$ cat src/rtl/dmtap_pkg.sv
package dmtap_pkg;
  typedef enum logic [3:0] {
    S_TLR, S_RTI, S_SELDR, S_CAPDR, S_SHDR, S_EX1DR, S_PADR, S_EX2DR, S_UPDR,
    S_SELIR, S_CAPIR, S_SHIR, S_EX1IR, S_PAIR, S_EX2IR, S_UPIR
  } tap_state_e;

  localparam int unsigned IR_W = 3;
  localparam logic [IR_W-1:0] OP_EXTEST   = 3'b000;
  localparam logic [IR_W-1:0] OP_SAMPLE   = 3'b001;
  localparam logic [IR_W-1:0] OP_HANDOVER = 3'b101;
  localparam logic [IR_W-1:0] OP_BYPASS   = 3'b111;
  localparam logic [IR_W-1:0] IR_CAPTURE  = 3'b001;
  localparam int unsigned REQ_W = 2;
endpackage

$ cat src/rtl/dmtap_fsm.sv
module dmtap_fsm
  import dmtap_pkg::*;
(
  input  logic       tck,
  input  logic       rst_n,
  input  logic       tms,
  output tap_state_e state
);
  tap_state_e nxt;

  always_comb begin
    nxt = state;
    unique case (state)
      S_TLR:   nxt = tms ? S_TLR   : S_RTI;
      S_RTI:   nxt = tms ? S_SELDR : S_RTI;
      S_SELDR: nxt = tms ? S_SELIR : S_CAPDR;
      S_CAPDR: nxt = tms ? S_EX1DR : S_SHDR;
      S_SHDR:  nxt = tms ? S_EX1DR : S_SHDR;
      S_EX1DR: nxt = tms ? S_UPDR  : S_PADR;
      S_PADR:  nxt = tms ? S_EX2DR : S_PADR;
      S_EX2DR: nxt = tms ? S_UPDR  : S_SHDR;
      S_UPDR:  nxt = tms ? S_SELDR : S_RTI;
      S_SELIR: nxt = tms ? S_TLR   : S_CAPIR;
      S_CAPIR: nxt = tms ? S_EX1IR : S_SHIR;
      S_SHIR:  nxt = tms ? S_EX1IR : S_SHIR;
      S_EX1IR: nxt = tms ? S_UPIR  : S_PAIR;
      S_PAIR:  nxt = tms ? S_EX2IR : S_PAIR;
      S_EX2IR: nxt = tms ? S_UPIR  : S_SHIR;
      S_UPIR:  nxt = tms ? S_SELDR : S_RTI;
      default: nxt = S_TLR;
    endcase
  end

  always_ff @(posedge tck or negedge rst_n) begin
    if (!rst_n) state <= S_TLR;
    else        state <= nxt;
  end
endmodule

$ cat src/rtl/dmtap_ir.sv
module dmtap_ir
  import dmtap_pkg::*;
(
  input  logic            tck,
  input  logic            rst_n,
  input  tap_state_e      state,
  input  logic            tdi,
  output logic [IR_W-1:0] ir_q,
  output logic            ir_so,
  output logic            dbg_mode
);
  logic [IR_W-1:0] sr_q;
  logic            cap_en, sh_en, upd_en;

  assign cap_en = (state == S_CAPIR);
  assign sh_en  = (state == S_SHIR);
  assign upd_en = (state == S_UPIR);
  assign ir_so  = sr_q[0];

  always_ff @(posedge tck or negedge rst_n) begin
    if (!rst_n)      sr_q <= IR_CAPTURE;
    else if (cap_en) sr_q <= IR_CAPTURE;
    else if (sh_en)  sr_q <= {tdi, sr_q[IR_W-1:1]};
  end

  always_ff @(negedge tck or negedge rst_n) begin
    if (!rst_n) begin
      ir_q     <= OP_BYPASS;
      dbg_mode <= 1'b0;
    end else if (state == S_TLR) begin
      ir_q <= OP_BYPASS;
    end else if (upd_en) begin
      ir_q <= sr_q;
      if (sr_q == OP_HANDOVER) dbg_mode <= 1'b1;
    end
  end
endmodule

$ cat src/rtl/dmtap_bsr.sv
module dmtap_bsr
  import dmtap_pkg::*;
#(
  parameter int unsigned NCELL = 4
) (
  input  logic             tck,
  input  logic             rst_n,
  input  tap_state_e       state,
  input  logic             sel,
  input  logic             extest,
  input  logic             tdi,
  input  logic [NCELL-1:0] pin_in,
  input  logic [NCELL-1:0] core_out,
  output logic             so,
  output logic [NCELL-1:0] pin_out
);
  logic [NCELL-1:0] sh_q, upd_q;
  logic             cap_en, sh_en, upd_en;

  assign cap_en = sel && (state == S_CAPDR);
  assign sh_en  = sel && (state == S_SHDR);
  assign upd_en = sel && (state == S_UPDR);
  assign so     = sh_q[0];

  always_ff @(posedge tck or negedge rst_n) begin
    if (!rst_n)      sh_q <= '0;
    else if (cap_en) sh_q <= pin_in;
    else if (sh_en)  sh_q <= {tdi, sh_q[NCELL-1:1]};
  end

  always_ff @(negedge tck or negedge rst_n) begin
    if (!rst_n)      upd_q <= '0;
    else if (upd_en) upd_q <= sh_q;
  end

  for (genvar i = 0; i < NCELL; i++) begin : g_cell
    assign pin_out[i] = extest ? upd_q[i] : core_out[i];
  end
endmodule

$ cat src/rtl/dmtap_reqreg.sv
module dmtap_reqreg
  import dmtap_pkg::*;
(
  input  logic       tck,
  input  logic       rst_n,
  input  tap_state_e state,
  input  logic       sel,
  input  logic       tdi,
  output logic       so,
  output logic       rst_req,
  output logic       irq_req
);
  logic [REQ_W-1:0] sh_q;
  logic             cap_en, sh_en, upd_en;

  assign cap_en = sel && (state == S_CAPDR);
  assign sh_en  = sel && (state == S_SHDR);
  assign upd_en = sel && (state == S_UPDR);
  assign so     = sh_q[0];

  always_ff @(posedge tck or negedge rst_n) begin
    if (!rst_n)      sh_q <= '0;
    else if (cap_en) sh_q <= '0;
    else if (sh_en)  sh_q <= {tdi, sh_q[REQ_W-1:1]};
  end

  always_ff @(negedge tck or negedge rst_n) begin
    if (!rst_n) begin
      rst_req <= 1'b0;
      irq_req <= 1'b0;
    end else begin
      rst_req <= upd_en && sh_q[0];
      irq_req <= upd_en && sh_q[1];
    end
  end
endmodule

$ cat src/rtl/dmtap_top.sv
module dmtap_top
  import dmtap_pkg::*;
#(
  parameter int unsigned NCELL = 4
) (
  input  logic             tck,
  input  logic             trst_n,
  input  logic             tms,
  input  logic             tdi,
  output logic             tdo,
  output logic             tdo_oe,
  input  logic [NCELL-1:0] core_out,
  input  logic [NCELL-1:0] pin_in,
  output logic [NCELL-1:0] pin_out,
  output logic             dbg_rst_req,
  output logic             dbg_irq_req
);
  logic [1:0]      rst_sync_q;
  logic            rst_n;
  tap_state_e      state;
  logic [IR_W-1:0] ir_q;
  logic            ir_so, dbg_mode;
  logic            extest, bsr_sel, byp_sel;
  logic            bsr_so, req_so, byp_q, dr_so;

  // asynchronous assertion, release aligned to TCK
  always_ff @(posedge tck or negedge trst_n) begin
    if (!trst_n) rst_sync_q <= 2'b00;
    else         rst_sync_q <= {rst_sync_q[0], 1'b1};
  end
  assign rst_n = rst_sync_q[1];

  dmtap_fsm u_fsm (.tck(tck), .rst_n(rst_n), .tms(tms), .state(state));

  dmtap_ir u_ir (
    .tck(tck), .rst_n(rst_n), .state(state), .tdi(tdi),
    .ir_q(ir_q), .ir_so(ir_so), .dbg_mode(dbg_mode)
  );

  assign extest  = !dbg_mode && (ir_q == OP_EXTEST);
  assign bsr_sel = !dbg_mode && ((ir_q == OP_EXTEST) || (ir_q == OP_SAMPLE));
  assign byp_sel = !dbg_mode && !bsr_sel;

  dmtap_bsr #(.NCELL(NCELL)) u_bsr (
    .tck(tck), .rst_n(rst_n), .state(state), .sel(bsr_sel), .extest(extest),
    .tdi(tdi), .pin_in(pin_in), .core_out(core_out), .so(bsr_so), .pin_out(pin_out)
  );

  dmtap_reqreg u_req (
    .tck(tck), .rst_n(rst_n), .state(state), .sel(dbg_mode), .tdi(tdi),
    .so(req_so), .rst_req(dbg_rst_req), .irq_req(dbg_irq_req)
  );

  always_ff @(posedge tck or negedge rst_n) begin
    if (!rst_n)                            byp_q <= 1'b0;
    else if (byp_sel && state == S_CAPDR)  byp_q <= 1'b0;
    else if (byp_sel && state == S_SHDR)   byp_q <= tdi;
  end

  always_comb begin
    if (dbg_mode)     dr_so = req_so;
    else if (bsr_sel) dr_so = bsr_so;
    else              dr_so = byp_q;
  end

  always_ff @(negedge tck or negedge rst_n) begin
    if (!rst_n) begin
      tdo    <= 1'b0;
      tdo_oe <= 1'b0;
    end else begin
      tdo_oe <= (state == S_SHIR) || (state == S_SHDR);
      if (state == S_SHIR)      tdo <= ir_so;
      else if (state == S_SHDR) tdo <= dr_so;
    end
  end
endmodule

$ cat config.mk
export PLATFORM = sky130hd
export DESIGN_NAME = dmtap_top
export DESIGN_NICKNAME = d
export VERILOG_FILES = /design/src/rtl/dmtap_pkg.sv /design/src/rtl/dmtap_fsm.sv /design/src/rtl/dmtap_ir.sv /design/src/rtl/dmtap_bsr.sv /design/src/rtl/dmtap_reqreg.sv /design/src/rtl/dmtap_top.sv
export SDC_FILE = /design/constraint.sdc
export NUM_CORES = 1
export LEC_CHECK = 0
export ABC_AREA = 1
export BUFFER_PORTS_ARGS = -buffer_cell sky130_fd_sc_hd__buf_2
export CAP_MARGIN = 20
export CORE_MARGIN = 2
export CORE_UTILIZATION = 63
export CTS_BUF_LIST = sky130_fd_sc_hd__clkbuf_4
export DETAILED_ROUTE_END_ITERATION = 16
export GPL_TIMING_DRIVEN = 0
export PLACE_DENSITY = 0.92
export SETUP_SLACK_MARGIN = 0.2
export SLEW_MARGIN = 20
export SYNTH_ARGS = -nofsm -noshare
export SYNTH_HDL_FRONTEND = slang
export SYNTH_SLANG_ARGS = --single-unit
$ cat constraint.sdc
create_clock -name tck -period 1.5 [get_ports tck]
set_input_delay 0.075 -clock tck [delete_from_list [all_inputs] [get_ports tck]]
set_output_delay 0.075 -clock tck [all_outputs]
set_load 0.005 [all_outputs]
==> results.cfg, run 1 <==
[run_status]
status = stopped before the end
stop_stage = global routing (5_1_grt)
firstError = [ERROR DPL-0038] Utilization greater than 100%, impossible to legalize

[synthesis]
synthSimpleGateAreaFrac_pct = 34.6
avgSynthCellArea_um2 = 7.46
ys_seq_area_share_pct = 48.7
synth_adder_area_share_pct = 0
synth_cell_types = 24
synth_seq_cells = 28
synth.mux.area_fraction_pct = 0
synth_xor_area_share_pct = 0
syn_nets = 206
synth_compound_area_share_pct = 8.30
netlist_instances = 194
synth.yosys.warnings = 0
synth_top_family_by_area = simple AND/OR/NAND/NOR gates
syn_area_um2 = 1450

[die]
io_pins = 20
fp-row-count = 17
die_w_um = 51.9
fp.dieH_um = 51.9
start_util_pct = 66.1

[placed_design]
pre_cts_ws_ns = -0.445
gp_congestion = 0.936
port_buffers = 19
dp_hpwl_um = 2200

[global_route]
grt_max_degree = 27

[clock_network]
h-tree-depth = 1
cts_root_buffer = clkbuf_4
cts_num_sinks = 28
numCtsBuffers = 3
cts.path.max_buffers = 2

[timing]
worst_endpoint_kind = primary output
postGrtWorstEndpoint = pin_out[1]
==> cell usage after synthesis <==
cell type	count	area [µm²]
o22ai_1	2	12.5
o21ai_0	9	45.0
dfstp_2	4	105
nand2_4	2	22.5
a21oi_1	8	40.0
inv_2	5	18.8
nand4_1	2	12.5
nor3_1	2	10.0
nand2_2	2	12.5
nor2_2	2	12.5
o21bai_1	1	7.51
a31oi_1	1	6.26
dfrtn_1	9	225
nor2_4	2	22.5
nand3_1	15	75.1
dfrtp_1	15	375
nand2_1	66	248
a21oi_2	1	8.76
inv_1	25	93.8
clkinv_2	1	5.00
conb_1	1	3.75
nor2_1	16	60.1
nand3b_1	2	15.0
nand3_2	1	10.0
==> kinds of logic after synthesis <==
group	after synthesis
AOI/OAI and AO/OA	22
buffers and inverters	31
DFF	28
other	1
and+or+nand+nor	112
==> repair_timing <==
item                                    CTS
pin swaps                                16
endpoints found under the hold margin     2
gates resized for setup                  37
setup buffers                            27
endpoints found under the setup margin   39
hold buffers                              1
==> through the flow <==
stage / TNS [ns] / instances / instance area, µm² / utilization (%)
2_1_floorplan: -5.39 / 194 / 1470 / -
3_3_place_gp: -7.68 / 241 / 1600 / 72.8
3_5_place_dp: -7.98 / 241 / 1600 / 72.8
4_1_cts: -10.28 / 275 / 1950 / 89.1
==> run 2: changes to the inputs <==
--- a/config.mk
+++ b/config.mk
@@ -9,12 +9,10 @@
 export BUFFER_PORTS_ARGS = -buffer_cell sky130_fd_sc_hd__buf_2
 export CAP_MARGIN = 20
 export CORE_MARGIN = 2
-export CORE_UTILIZATION = 63
-export CTS_BUF_LIST = sky130_fd_sc_hd__clkbuf_4
+export CORE_UTILIZATION = 40
 export DETAILED_ROUTE_END_ITERATION = 16
 export GPL_TIMING_DRIVEN = 0
-export PLACE_DENSITY = 0.92
-export SETUP_SLACK_MARGIN = 0.2
+export PLACE_DENSITY_LB_ADDON = 0.15
 export SLEW_MARGIN = 20
 export SYNTH_ARGS = -nofsm -noshare
 export SYNTH_HDL_FRONTEND = slang
==> run 2 against run 1 <==
  * The flow now finishes, with violations (negative setup slack)
  * Synthesized cell count stayed put
  * Area after synthesis did not move
==> results.cfg, run 2 <==
[run_status]
status = complete, but fails checks
violations = negative setup slack

[global_route]
groute.usage.overall_pct = 18.0
grt.overflow.total = 0
antenna_found_initial = 0
grt_pass1_wl_um = 5950
grt_pass1_vias = 1363
grt_max_degree = 27

[timing]
layout_setup_ws_ns = -0.735
worst_slew_pin_slew_ns = 0.571
setup_viol_count_final = 28
drv_slew = 0
clock_skew_ns = 0.0819
hold_viol = 0
rsz0062_at_grt = yes
slew_headroom_pct = 61.9
fin_tns_setup_ns = -11.66

[worst_setup_path]
cp_max_fo = 6
cp_data_arrival_time_ns = 2.16
critical-path-max-stage-delay_ns = 0.55
crit_path_top_delay_cell = dfstp_2
crit_type = reg -> out
required_ns = 1.42
critPathBufInv = 2
path_delay_family = flip-flops
crit_path_cell_trace = nor2_4 > nand2_2 > inv_4 > nand2_4 > nand2_2 > nand2_1 > buf_2
worst_setup_path_start_kind = flop
endpoint_kind = primary output
crit_path_frequent_cell = nand2_2

[power]
irDropWorstVdd_uv = 864
pwr-share-seq_pct = 37.1
p_sw_share_pct = 41.3
p_switching_w = 0.00118
p_comb_share_pct = 50.6
total_power_w = 0.00285
internal_power_w = 0.00167
leakage_nw = 1.22
clkPwrFrac_pct = 12.3
power_density_nw_per_um2 = 1320

[clock_network]
cts.path.max_buffers = 2
numCtsBuffers = 3
clock_latency_ns = 0.39
clk_pin_slew_ns = 0.16
cts_tree = yes
cts_root_buffer = clkbuf_4
cts_num_sinks = 28
h-tree-depth = 1

[final_layout]
top_regs = u_bsr.sh_q x4, u_bsr.upd_q x4, u_fsm.state x4
final_cell_mix = nand2_1 (49), buf_4 (28), inv_1 (25), buf_2 (19)
multiInputGateArea_um2 = 803
register_area_um2 = 711
final_common_cell = nand2_1
fillers = 290
final_design_area_no_fill_um2 = 2160
drive_gt1_share_pct = 45.3
n_antenna_cell = 0
nNetsFinal = 271
syn2layout_area_growth_pct = 49.4

[synthesis]
ys.flop_type = dfrtp_1
synthArstFlopShare_pct = 100
synth_seq_cells = 28
yosys-top-cells-area = dfrtp_1 (26%), nand2_1 (17%), dfrtn_1 (16%)
synth.yosys.warnings = 0
netlist_instances = 194
syn_area_um2 = 1450
ys_seq_area_share_pct = 48.7
synth_common_cells = nand2_1 (66), inv_1 (25), nor2_1 (16)
synth_cell_types = 24
syn_nets = 206
synth_edf_count = 0
synth_top_area_share_pct = 25.9
yosysMostFrequentCell = nand2_1
avgSynthCellArea_um2 = 7.46
yosysTopAreaCell = dfrtp_1

[die]
coreArea_um2 = 3420
io_pins = 20
die_area_um2 = 4120
start_util_pct = 42.4
die_w_um = 64.2
fp-row-count = 21
fp.dieH_um = 64.2

[routing]
highest_layer = met4
wl_per_cell_um = 12.8
drt_wl_total_um = 3890
drc_errors = 0
detail-route-antenna-nets = 0
drt_iter0_markers = 97
wl_met1_um = 1650
viasPerCell = 5.00
vias = 1519
first_pass_iters = 4
wl_met2_um = 2010
routed-wl-met3_um = 186

[placed_design]
dp_hpwl_um = 2400
post_dp_cell_area_um2 = 1620
port_buffers = 19
gp_congestion = 0.850

[flow_run]
maxCapViolCount = 0

[worst_hold_path]
min_path_type = in -> reg
-- run 2: cell counts after synthesis --
Identical to the previous run, type by type.
-- run 2: per-layer routing --
| layer | global-route usage (%) | vias up |
|---|---|---|
| li1 | - | 735 |
| met1 | 23.0 | 725 |
| met2 | 31.3 | 53 |
| met3 | 3.35 | 6 |
| met4 | 5.05 | 0 |
| met5 | 0 | - |
-- run 2: cell families after synthesis --
| group | synth area share [%] |
|---|---|
| other cells | 0.259 |
| buf+inv | 8.12 |
| simple gates | 34.6 |
| flops | 48.7 |
| compound gates | 8.30 |
-- run 2: repair_timing --
action / CTS / global route
hold buffers: 1 / 0
pin swaps: 14 / 26
hold endpoints to repair: 2 / 0
cloned: 0 / 0
gates resized for setup: 27 / 38
buffers inserted: 23 / 18
setup endpoints to repair: 27 / 29
-- run 2: tightest hold or removal path, stage by stage --
cell and delay [ns]:
buf_2 0.13, nand2_1 0.06, nand3b_1 0.07
-- run 2: area by class of cell --
class,instances,share of cell area (%)
clock buffer,3,1.04
clock inverter,4,0.752
sequential,28,32.9
timing repair buffer,58,19.8
multi-input combinational,135,37.1
tap,46,2.66
inverter,30,5.78
-- run 2: stage by stage --
stage	hold slack, ns	util [%]	setup WS [ns]	instances
final	0.0278	63.3	-0.735	304
after global routing	0.0308	63.3	-0.835	304
after CTS	0.0168	56.1	-0.723	289
after detailed placement	-0.139	47.4	-0.462	259
after global placement	-0.141	47.4	-0.435	259
after floorplan	-0.221	-	-0.316	194
-- run 2: final timing paths --
| kind | slack (ns) | end | start | depth (start not counted) |
|---|---|---|---|---|
| hold reg to reg | 0.26 | u_req.sh_q[0] | rst_sync_q[1] | 0 |
| setup reg to reg | -0.59 | u_bsr.sh_q[0] | u_ir.ir_q[2] | 8 |
| max in group asynchronous | 0.14 | u_ir.ir_q[0] | rst_sync_q[1] | 0 |
| min in group asynchronous | 0.04 | rst_sync_q[1] | trst_n | 2 |
| hold / removal | 0.03 | u_fsm.state[3] | tms | 3 |
| setup / recovery | -0.73 | pin_out[2] | u_ir.ir_q[2] | 7 |
-- run 2: power by group through the flow --
stage               Combinational, W  Clock [W]  Sequential (W)
floorplan                   0.000591  0.0000166         0.00104
global placement            0.000770  0.0000166         0.00106
detailed placement          0.000777  0.0000166         0.00106
CTS                          0.00111   0.000358         0.00104
global route                 0.00157   0.000404         0.00108
finish                       0.00144   0.000349         0.00106
(Power assumes the default switching activity.)
